===== src/rtl/rxpk_pkg.sv =====
// Shared definitions for the receive frame packer.
// Assumes a 16-bit buffer word holding two bytes, low byte first.
package rxpk_pkg;
    typedef enum logic [2:0] {
        PH_IDLE,
        PH_RECV,
        PH_TAIL,
        PH_CNT,
        PH_STAT,
        PH_DONE
    } phase_t;

    localparam int ST_ODD_BIT   = 12;
    localparam int ST_OVF_BIT   = 11;
    localparam int CTRL_ODD_BIT = 5;
endpackage


===== src/rtl/rxpk_seq.sv =====
// Frame sequencer: opens a frame on start, walks the closing phases
// (trailing word, count word, status word) and produces the done pulse.
// Assumes in_last_i is only meaningful together with in_valid_i.
module rxpk_seq
    import rxpk_pkg::*;
#(
    parameter int AW = 10
) (
    input  logic          clk,
    input  logic          rst_n,
    input  logic          start_i,
    input  logic [AW-1:0] base_i,
    input  logic          in_valid_i,
    input  logic          in_last_i,
    output phase_t        phase_o,
    output logic          open_o,
    output logic [AW-1:0] base_o,
    output logic          done_o,
    output logic [AW-1:0] frame_base_o
);
    phase_t        phase_q;
    logic [AW-1:0] base_q;
    logic          done_q;
    logic [AW-1:0] fbase_q;

    assign open_o = (phase_q == PH_IDLE) && start_i;

    // Phase progression for one frame
    always_ff @(posedge clk) begin
        if (!rst_n) begin
            phase_q <= PH_IDLE;
        end else begin
            case (phase_q)
                PH_IDLE: if (start_i) phase_q <= PH_RECV;
                PH_RECV: if (in_valid_i && in_last_i) phase_q <= PH_TAIL;
                PH_TAIL: phase_q <= PH_CNT;
                PH_CNT:  phase_q <= PH_STAT;
                PH_STAT: phase_q <= PH_DONE;
                default: phase_q <= PH_IDLE;
            endcase
        end
    end

    // Base capture on an accepted start strobe
    always_ff @(posedge clk) begin
        if (!rst_n) base_q <= '0;
        else if (open_o) base_q <= base_i;
    end

    // Done pulse and reported base, one cycle after the status write
    always_ff @(posedge clk) begin
        if (!rst_n) begin
            done_q  <= 1'b0;
            fbase_q <= '0;
        end else begin
            done_q <= (phase_q == PH_DONE);
            if (phase_q == PH_DONE) fbase_q <= base_q;
        end
    end

    assign phase_o      = phase_q;
    assign base_o       = base_q;
    assign done_o       = done_q;
    assign frame_base_o = fbase_q;
endmodule


===== src/rtl/rxpk_lane.sv =====
// Byte lane assembler: holds the even byte, forms a full word on the odd
// byte, counts stored bytes, enforces the length limit and latches status.
// Assumes bytes arrive only while the sequencer is in the receive phase.
module rxpk_lane
    import rxpk_pkg::*;
#(
    parameter int MAX_DATA = 1528,
    parameter int CW       = 11
) (
    input  logic          clk,
    input  logic          rst_n,
    input  phase_t        phase_i,
    input  logic          open_i,
    input  logic          in_valid_i,
    input  logic [7:0]    in_data_i,
    input  logic          in_last_i,
    input  logic [15:0]   in_stat_i,
    output logic          pair_fire_o,
    output logic [15:0]   pair_word_o,
    output logic [CW-1:0] cnt_o,
    output logic [7:0]    hold_o,
    output logic          ovf_o,
    output logic [15:0]   stat_o
);
    logic [CW-1:0] cnt_q;
    logic [7:0]    hold_q;
    logic          ovf_q;
    logic [15:0]   stat_q;
    logic          accept;
    logic          keep;

    assign accept      = (phase_i == PH_RECV) && in_valid_i;
    assign keep        = accept && (cnt_q < CW'(MAX_DATA));
    assign pair_fire_o = keep && cnt_q[0];
    assign pair_word_o = {in_data_i, hold_q};

    // Byte counting, low-byte holding and overflow tracking
    always_ff @(posedge clk) begin
        if (!rst_n) begin
            cnt_q  <= '0;
            hold_q <= '0;
            ovf_q  <= 1'b0;
        end else if (open_i) begin
            cnt_q  <= '0;
            hold_q <= '0;
            ovf_q  <= 1'b0;
        end else if (keep) begin
            cnt_q <= cnt_q + CW'(1);
            if (!cnt_q[0]) hold_q <= in_data_i;
        end else if (accept) begin
            ovf_q <= 1'b1;
        end
    end

    // End-of-frame status capture with the last byte
    always_ff @(posedge clk) begin
        if (!rst_n) stat_q <= '0;
        else if (accept && in_last_i) stat_q <= in_stat_i;
    end

    assign cnt_o  = cnt_q;
    assign hold_o = hold_q;
    assign ovf_o  = ovf_q;
    assign stat_o = stat_q;
endmodule


===== src/rtl/rxpk_wport.sv =====
// Registered write port: selects between a packed data word, the trailing
// control word, the count word and the status word for each cycle.
// Assumes at most one source is active per cycle (guaranteed by phases).
module rxpk_wport
    import rxpk_pkg::*;
#(
    parameter int AW = 10,
    parameter int CW = 11
) (
    input  logic          clk,
    input  logic          rst_n,
    input  phase_t        phase_i,
    input  logic [AW-1:0] base_i,
    input  logic          pair_fire_i,
    input  logic [15:0]   pair_word_i,
    input  logic [CW-1:0] cnt_i,
    input  logic [7:0]    hold_i,
    input  logic          ovf_i,
    input  logic [15:0]   stat_i,
    output logic          wr_en_o,
    output logic [AW-1:0] wr_addr_o,
    output logic [15:0]   wr_data_o,
    output logic [1:0]    wr_be_o
);
    logic          odd;
    logic [AW-1:0] data_addr;
    logic [7:0]    ctrl_byte;
    logic [15:0]   count_word;
    logic [15:0]   status_word;
    logic          nx_en;
    logic [AW-1:0] nx_addr;
    logic [15:0]   nx_data;

    assign odd        = cnt_i[0];
    assign data_addr  = base_i + AW'(2) + AW'(cnt_i >> 1);
    assign count_word = 16'(cnt_i) + 16'd4 + (odd ? 16'd1 : 16'd2);

    // Control byte and status word composition
    always_comb begin
        ctrl_byte                = '0;
        ctrl_byte[CTRL_ODD_BIT]  = odd;
        status_word              = stat_i;
        status_word[ST_ODD_BIT]  = odd;
        status_word[ST_OVF_BIT]  = ovf_i;
    end

    // Next write selection
    always_comb begin
        nx_en   = 1'b0;
        nx_addr = '0;
        nx_data = '0;
        if (pair_fire_i) begin
            nx_en   = 1'b1;
            nx_addr = data_addr;
            nx_data = pair_word_i;
        end else begin
            case (phase_i)
                PH_TAIL: begin
                    nx_en   = 1'b1;
                    nx_addr = data_addr;
                    nx_data = {ctrl_byte, odd ? hold_i : 8'h00};
                end
                PH_CNT: begin
                    nx_en   = 1'b1;
                    nx_addr = base_i + AW'(1);
                    nx_data = count_word;
                end
                PH_STAT: begin
                    nx_en   = 1'b1;
                    nx_addr = base_i;
                    nx_data = status_word;
                end
                default: nx_en = 1'b0;
            endcase
        end
    end

    // Output registers of the buffer write port
    always_ff @(posedge clk) begin
        if (!rst_n) begin
            wr_en_o   <= 1'b0;
            wr_addr_o <= '0;
            wr_data_o <= '0;
            wr_be_o   <= '0;
        end else begin
            wr_en_o   <= nx_en;
            wr_addr_o <= nx_addr;
            wr_data_o <= nx_data;
            wr_be_o   <= nx_en ? 2'b11 : 2'b00;
        end
    end
endmodule


===== src/rtl/rx_frame_packer.sv =====
// Receive frame packer top: stores one received frame per start strobe as
// status word, count word, packed data and trailing control byte.
// Assumes the buffer region at the base is free for up to MAX_IMAGE bytes.
module rx_frame_packer
    import rxpk_pkg::*;
#(
    parameter int AW        = 10,
    parameter int MAX_IMAGE = 1534
) (
    input  logic          clk,
    input  logic          rst_n,
    input  logic          start_i,
    input  logic [AW-1:0] base_i,
    input  logic          in_valid_i,
    input  logic [7:0]    in_data_i,
    input  logic          in_last_i,
    input  logic [15:0]   in_stat_i,
    output logic          wr_en_o,
    output logic [AW-1:0] wr_addr_o,
    output logic [15:0]   wr_data_o,
    output logic [1:0]    wr_be_o,
    output logic          done_o,
    output logic [AW-1:0] frame_base_o
);
    localparam int MAX_DATA = MAX_IMAGE - 6;
    localparam int CW       = $clog2(MAX_DATA + 1);

    phase_t        phase;
    logic          open_frame;
    logic [AW-1:0] base_q;
    logic          pair_fire;
    logic [15:0]   pair_word;
    logic [CW-1:0] cnt;
    logic [7:0]    hold;
    logic          ovf;
    logic [15:0]   stat;

    rxpk_seq #(.AW(AW)) u_seq (
        .clk         (clk),
        .rst_n       (rst_n),
        .start_i     (start_i),
        .base_i      (base_i),
        .in_valid_i  (in_valid_i),
        .in_last_i   (in_last_i),
        .phase_o     (phase),
        .open_o      (open_frame),
        .base_o      (base_q),
        .done_o      (done_o),
        .frame_base_o(frame_base_o)
    );

    rxpk_lane #(.MAX_DATA(MAX_DATA), .CW(CW)) u_lane (
        .clk        (clk),
        .rst_n      (rst_n),
        .phase_i    (phase),
        .open_i     (open_frame),
        .in_valid_i (in_valid_i),
        .in_data_i  (in_data_i),
        .in_last_i  (in_last_i),
        .in_stat_i  (in_stat_i),
        .pair_fire_o(pair_fire),
        .pair_word_o(pair_word),
        .cnt_o      (cnt),
        .hold_o     (hold),
        .ovf_o      (ovf),
        .stat_o     (stat)
    );

    rxpk_wport #(.AW(AW), .CW(CW)) u_wport (
        .clk        (clk),
        .rst_n      (rst_n),
        .phase_i    (phase),
        .base_i     (base_q),
        .pair_fire_i(pair_fire),
        .pair_word_i(pair_word),
        .cnt_i      (cnt),
        .hold_i     (hold),
        .ovf_i      (ovf),
        .stat_i     (stat),
        .wr_en_o    (wr_en_o),
        .wr_addr_o  (wr_addr_o),
        .wr_data_o  (wr_data_o),
        .wr_be_o    (wr_be_o)
    );
endmodule


===== config.mk =====
export PLATFORM = sky130hd
export DESIGN_NAME = rx_frame_packer
export DESIGN_NICKNAME = d
export VERILOG_FILES = /design/src/rtl/rxpk_pkg.sv /design/src/rtl/rxpk_seq.sv /design/src/rtl/rxpk_lane.sv /design/src/rtl/rxpk_wport.sv /design/src/rtl/rx_frame_packer.sv
export SDC_FILE = /design/constraint.sdc
export NUM_CORES = 1
export LEC_CHECK = 0
export ABC_AREA = 1
export BUFFER_PORTS_ARGS = -buffer_cell sky130_fd_sc_hd__buf_2
export CORE_MARGIN = 2
export CORE_UTILIZATION = 30
export DETAILED_ROUTE_END_ITERATION = 6
export PLACE_DENSITY = 0.56
export SETUP_SLACK_MARGIN = 0.1
export SYNTH_ARGS = -nofsm -noshare
export SYNTH_HDL_FRONTEND = slang
export SYNTH_SLANG_ARGS = --single-unit

===== constraint.sdc =====
create_clock -name clk -period 2.1 [get_ports clk]
set_input_delay 0.21 -clock clk [delete_from_list [all_inputs] [get_ports clk]]
set_output_delay 0.21 -clock clk [all_outputs]
set_load 0.01 [all_outputs]

After elaboration in Yosys (flattened, before gate mapping)
Cells that the tools add are included.
- add/subtract/negate cells: 6
- order comparisons: 1
- equality and inequality tests: 7
- mux-type cells: 12
- bitwise logic cells: 3
- reductions and logical operators: 12
- operators with widths (cell ; number):
    one-hot mux 16 bit (3 select lines) ; 1
    one-hot mux 10 bit (3 select lines) ; 1
    adder 16 bit ; 1
    two-way mux 16 bit ; 1
    one-hot mux 3 bit (5 select lines) ; 1
    adder 11 x 3 -> 12 bit, second input constant ; 1
    adder 11 x 1 -> 11 bit, second input constant ; 1
    < comparator 11 bit, second input constant ; 1
    adder 10 x 1 -> 10 bit, second input constant ; 1
    adder 10 bit ; 1
    adder 10 x 2 -> 10 bit, second input constant ; 1
    two-way mux 10 bit ; 1
    two-way mux 8 bit ; 1
    == test 3 x 2 -> 1 bit, second input constant ; 2
    == test 3 bit, second input constant ; 2
    logical AND 1 bit ; 6
    two-way mux 3 bit ; 2
    AND reduction 2 bit ; 3
    two-way mux 2 bit ; 2
    != test 2 bit, second input constant ; 2
    == test 3 x 1 -> 1 bit, second input constant ; 1
    logical NOT 3 bit ; 1
    NOT 1 bit ; 3
    OR reduction 3 bit ; 1
    2 further kinds ; 3
- register bits: 89
- input bits: 39
- output and inout bits: 40
- logic and storage cells: 53

Logic depth before layout (Yosys ltp)
- depth in word-level cells: 6
- gate-level depth with buffers: 14
- depth with buffers taken out: 14

By module
From an unflattened synthesis, not the netlist that was laid out.
- cell total of the unflattened synthesis: 763
- area, all modules: 5097.4 µm²
- by module, submodules not included (module ; instances ; cells each ; area an instance (µm²) ; sequential area each (µm²)):
    rxpk_wport ; 1 ; 395 ; 2479.9 ; 540.5
    rxpk_lane ; 1 ; 233 ; 1676.6 ; 720.7
    rxpk_seq ; 1 ; 135 ; 940.9 ; 480.5

Worst setup path before layout
OpenSTA, ideal clock, no wires.
- kind: reg2reg
- from: register u_lane.cnt_q[2], in the netlist u_lane.cnt_o[2]
- to: register u_wport.wr_addr_o[9]
- library setup time: 0.128 ns
- data arrival time: 2.010 ns
- data required time: 1.972 ns
- slack: -0.038 ns
- stages on the path, launching flop included: 14
- buffers on the path: 0
- clock period less this slack: 2.138 ns
- path through: dfxtp_1 -> inv_2 -> ha_1 -> inv_1 -> ha_1 -> inv_1 -> fa_1 -> nand3b_1 -> nand2_1 -> nand4_1 -> nand3_1 -> xor2_1 -> a21oi_1 -> nor2_1
- longest elaborated chain between the ends: 4
- elaborated cells on any way between the ends: 6
- classes of those cells: add/sub: 1; order compare: 1; mux: 2; reduce/logical: 2
- RTL lines (what ; line ; RTL):
    start, declared ; rxpk_lane.sv:25 ; logic [CW-1:0] cnt_q;
    start signal, assigned ; rxpk_lane.sv:48 ; cnt_q <= cnt_q + CW'(1);
    branches (longest 3 deep; another with adder 10 bit) ; -- ;
    two-way mux 10 bit * ; rxpk_wport.sv:52 ; if (pair_fire_i) begin
    end signal, assigned ; rxpk_wport.sv:87 ; wr_addr_o <= nx_addr;
    end, declared ; rxpk_wport.sv:21 ; output logic [AW-1:0] wr_addr_o,
Mark *: on every way between the ends.
A chain may end at the register's enable or synchronous reset.

Worst setup path after layout
- from: register u_seq.base_q[1], in the netlist u_seq.base_o[1]
- to: register u_wport.wr_addr_o[9]
- longest elaborated chain between the ends: 4
- elaborated cells on any way between the ends: 5
- classes of those cells: add/sub: 3; mux: 2
- RTL lines (what ; line ; RTL):
    start, declared ; rxpk_seq.sv:22 ; logic [AW-1:0] base_q;
    start signal, assigned ; rxpk_seq.sv:47 ; else if (open_o) base_q <= base_i;
    adder 10 x 2 -> 10 bit ; rxpk_wport.sv:35 ; assign data_addr = base_i + AW'(2) + AW'(cnt_i >> 1);
    adder 10 bit ; rxpk_wport.sv:35 ;
    one-hot mux 10 bit (3 select lines) ; rxpk_wport.sv:57 ; case (phase_i)
    two-way mux 10 bit * ; rxpk_wport.sv:52 ;
Every way passes the cells marked *; elsewhere a longest branch is shown, timed or not.

==> results list <==
- Classification of the worst setup path: reg2reg
- In the final routed layout, each cell accounts on average for 13.4 µm.
- Cell accounting for the most synthesized area: sky130_fd_sc_hd__dfxtp_1
- Leakage dissipation: 2.49 nW
* Maximum single-stage delay on the critical path: 330 ps
* Flip-flop cell with the highest count after synthesis: sky130_fd_sc_hd__dfxtp_1
* Pin slew with the least headroom to its limit: 440 ps
* Grt met1 use: 0.198
- The tool flagged a number of max-cap violations equal to 0.
* Bufs and invs on worst path: 3
- The number of placed instances, taps included, is 853.
- Setup repair after global routing could not meet its margin everywhere.
- During placement, the flow inserted port buffers numbering 76.
* Cell area after technology mapping: 4350 µm²
- Number of buffers between clock root and the deepest sink: 2
- Placer's final routability congestion estimate: 0.882
* Die width: 124 µm
- After the last flow step, the layout net total stands at 750.
* Clock tree sinks: 85
- H-tree level count: 3
* Number of top-level design ports: 79
- Entering global routing, the biggest net connects 43 pins.
* Initial antenna violation count: 0
- Count of routing violations after the opening detailed-route iteration: 336
- Data arrives at the worst endpoint at 2240 ps.
- TritonCTS built the clock tree.
* Top cells by area in the synthesized netlist: sky130_fd_sc_hd__dfxtp_1 (39%), sky130_fd_sc_hd__nand2_1 (7.8%), sky130_fd_sc_hd__a21oi_1 (6.7%)
- In this run the vertical extent of the chip is 124 µm.
- After synthesis, the share of flip-flops with an asynchronous set or reset is 0.
* Largest fanout on the critical path: 3
* Status: finished, final reports clean
* Share of layout cells above drive strength 1: 0.257
* Class of the tightest hold or removal check: in2reg
- Most frequent cell after synthesis: sky130_fd_sc_hd__nand2_1
- Clock skew on the completed layout was measured at 6.74 ps.
* CTS root buffer: sky130_fd_sc_hd__clkbuf_16
- Worst reg-to-reg setup slack: 130 ps
- The kind of cell with the highest combined delay along the critical path is adder cells.
* Setup TNS Final: 0 ps
- Clock latency on the worst-skew pair, taken at its later pin, is 340 ps.
- Via count of the first global-routing pass: 4008
* Crit start category: flop
- Of the synthesized area, sequential elements account for 0.391.
- TritonRoute pass-1 iters: 5
- Max-slew violation count: 0
- The detail route stage leaves a number of antenna-violating nets equal to 0.
* Placeable core region: 14400 µm²
- In this run the tightest slew margin relative to its limit is 0.707.
- Number of enable flip-flop cells after synthesis: 0
- Number of nets in the synthesized netlist: 651
- Synthesized area divided by synthesized cell count: 7.39 µm²
- Fmax: 509 MHz
- Summed over all layers, the routed wires come to 11.8 mm.
- Stages on worst setup path: 13
* Synth-to-layout area growth: 28.1%
- Detailed routing inserted a total of 4164 vias.
- The first global-routing pass estimated 19.3 mm of wire.
* Instance count of the mapped netlist: 589
* Worst path slowest cell: sky130_fd_sc_hd__dfxtp_2
- Counting flops and latches in the post-synthesis netlist gives 85.
- The number of clock buffers added by TritonCTS is 9.
* Peak supply drop: 0.000371 V
- The count of cells in the finished layout, fillers not included, comes to 877.
- In this run the power density over the cells is 736 nW/µm².
* Met3 Use GR: 0.0245
- At the end of the flow the core is filled with cells to 0.388.
- The critical path goes through inv_2, ha_4, inv_4, ha_4, inv_2, fa_2, nand3b_1, nand2_2, nand4_1, nand3_1, xor2_1, a21oi_1, nor2_1.
- Clock period minus final worst setup slack: 1970 ps
* Type of destination of the critical path: flop
* Clock-pin slew on the worst setup and hold paths: 70 ps
* Instance count along the most critical hold path: 3
- Most used routing layer: met2
- Dividing the detail-routed via count by the number of cells gives 4.75.
- Endpoints failing setup: 0
* Number of distinct library cells after synthesis: 44
- Number of hold-slack violations in the final timing report: 0
- For this configuration, the core starts out at a cell density of 0.303.
- Of the post-synthesis cell area, the dominant cell type holds 0.391.
* Area enclosed by the die boundary: 15500 µm²
- Final worst path period share: 0.936
* Required time of the critical path: 2370 ps
- Global routing finished with a remaining overflow of 0.
* Ranking of synthesized cells by instance count: sky130_fd_sc_hd__nand2_1 (91), sky130_fd_sc_hd__dfxtp_1 (85), sky130_fd_sc_hd__nor2_1 (72), sky130_fd_sc_hd__inv_1 (70), sky130_fd_sc_hd__a21oi_1 (58)
- Once detailed placement completed, the half-perimeter wirelength came to 8.83 mm.
- In the global route stage, met2 resource usage came out at 0.254.
* Number of cells on the worst reg-to-reg path: 13
- Row cnt: 44
- In the routed design, unresolved DRC markers number 0.
* Total number of yosys warnings: 0
* Global-route usage over all layers: 0.152
- Number of antenna diodes: 0
## where the power goes
group,switching (mW),leakage [nW],total [mW],internal (mW)
registers,0.0483,0.692,1.72,1.68
clock network,0.671,0.166,1.87,1.20
logic,0.303,1.63,0.506,0.204
## sequential cells by signal (all words and copies together), names as in the netlist
signal,count
u_lane.cnt_o,11
u_lane.hold_o,8
u_lane.ovf_o,1
u_lane.stat_o,14
u_seq.base_o,10
u_seq.done_o,1
u_seq.frame_base_o,10
u_seq.phase_o,3
u_wport.wr_addr_o,10
u_wport.wr_be_o,1
u_wport.wr_data_o,16
## per-stage QoR
stage	hold slack [ps]	instance area [µm²]	worst slack, ps	power [mW]
2_1_floorplan	345	4380	104	2.05
3_3_place_gp	431	5070	60.1	2.23
3_5_place_dp	435	5070	29.5	2.24
4_1_cts	87.6	5470	104	4.12
5_1_grt	99.8	5580	3.18	4.28
6_report	95.5	5580	135	4.10
## worst register-to-register path, delay by kind of cell, from the launching register on
| family | cells | cell delay [ps] |
|---|---|---|
| AND/OR/NAND/NOR | 5 | 500 |
| flip-flops | 1 | 330 |
| XOR/XNOR | 1 | 160 |
| AO/OA/AOI/OAI | 1 | 80 |
| buffers and inverters | 3 | 130 |
| adder cells (fa/ha/maj) | 3 | 680 |
## kinds of logic after synthesis
| family | Yosys count | synth area share |
|---|---|---|
| simple gates | 238 | 0.258 |
| buf+inv | 94 | 0.0880 |
| compound gates | 137 | 0.170 |
| fa+ha+maj | 23 | 0.0678 |
| xor+xnor | 12 | 0.0259 |
| flops | 85 | 0.391 |
## worst paths after layout
| check | to | from |
|---|---|---|
| worst max-delay path | u_wport.wr_addr_o[9]$_SDFF_PN0_ | u_seq.base_o[1]$_SDFFE_PN0P_ |
| worst min-delay path | u_lane.stat_o[5]$_SDFFE_PN0P_ | in_stat_i[5] |
| worst max register to register | u_wport.wr_addr_o[9]$_SDFF_PN0_ | u_seq.base_o[1]$_SDFFE_PN0P_ |
| worst min register to register | u_seq.frame_base_o[4]$_SDFFE_PN0P_ | u_seq.frame_base_o[4]$_SDFFE_PN0P_ |
## area by class of cell
class	count	area, µm²
clock buffer	11	243
multi-input combinational	410	2370
timing repair buffer	108	621
sequential	85	1710
clock inverter	5	106
tap	184	230
fill	1464	8790
inverter	74	294
## what timing repair did
action	CTS	global route
pin swaps	4	6
setup endpoints to repair	3	14
buffers inserted	4	4
gates resized for setup	3	19
hold buffers	0	0
## placed cells by master (no fill, tap or decap), types with 2 or more instances in the layout
cell	count
sky130_fd_sc_hd__a21oi_1	57
sky130_fd_sc_hd__a21oi_2	3
sky130_fd_sc_hd__a22oi_1	3
sky130_fd_sc_hd__a31oi_1	4
sky130_fd_sc_hd__buf_2	76
sky130_fd_sc_hd__buf_4	32
sky130_fd_sc_hd__bufinv_16	3
sky130_fd_sc_hd__clkbuf_16	9
sky130_fd_sc_hd__clkinvlp_4	2
sky130_fd_sc_hd__dfxtp_1	80
sky130_fd_sc_hd__dfxtp_2	4
sky130_fd_sc_hd__ha_1	17
sky130_fd_sc_hd__ha_2	2
sky130_fd_sc_hd__ha_4	3
sky130_fd_sc_hd__inv_1	66
sky130_fd_sc_hd__inv_2	4
sky130_fd_sc_hd__inv_6	3
sky130_fd_sc_hd__nand2_1	89
sky130_fd_sc_hd__nand2_2	7
sky130_fd_sc_hd__nand3_1	32
sky130_fd_sc_hd__nand3_2	3
sky130_fd_sc_hd__nand3_4	3
sky130_fd_sc_hd__nand3b_1	2
sky130_fd_sc_hd__nand4_1	6
sky130_fd_sc_hd__nor2_1	72
sky130_fd_sc_hd__nor2_2	3
sky130_fd_sc_hd__nor2_4	9
sky130_fd_sc_hd__nor3_1	7
sky130_fd_sc_hd__o21ai_0	56
sky130_fd_sc_hd__o21ai_1	3
sky130_fd_sc_hd__o22ai_1	4
sky130_fd_sc_hd__xnor2_1	3
sky130_fd_sc_hd__xor2_1	6
## routing by layer
| metal | share of wire | routed length, µm | vias up |
|---|---|---|---|
| met4 | 0.019 | 228 | 0 |
| met1 | 0.47 | 5510 | 1921 |
| met2 | 0.48 | 5600 | 105 |
| met5 | 0 | 0 | - |
| met3 | 0.035 | 416 | 13 |
| li1 | - | - | 2125 |
(Power assumes the default switching activity.)
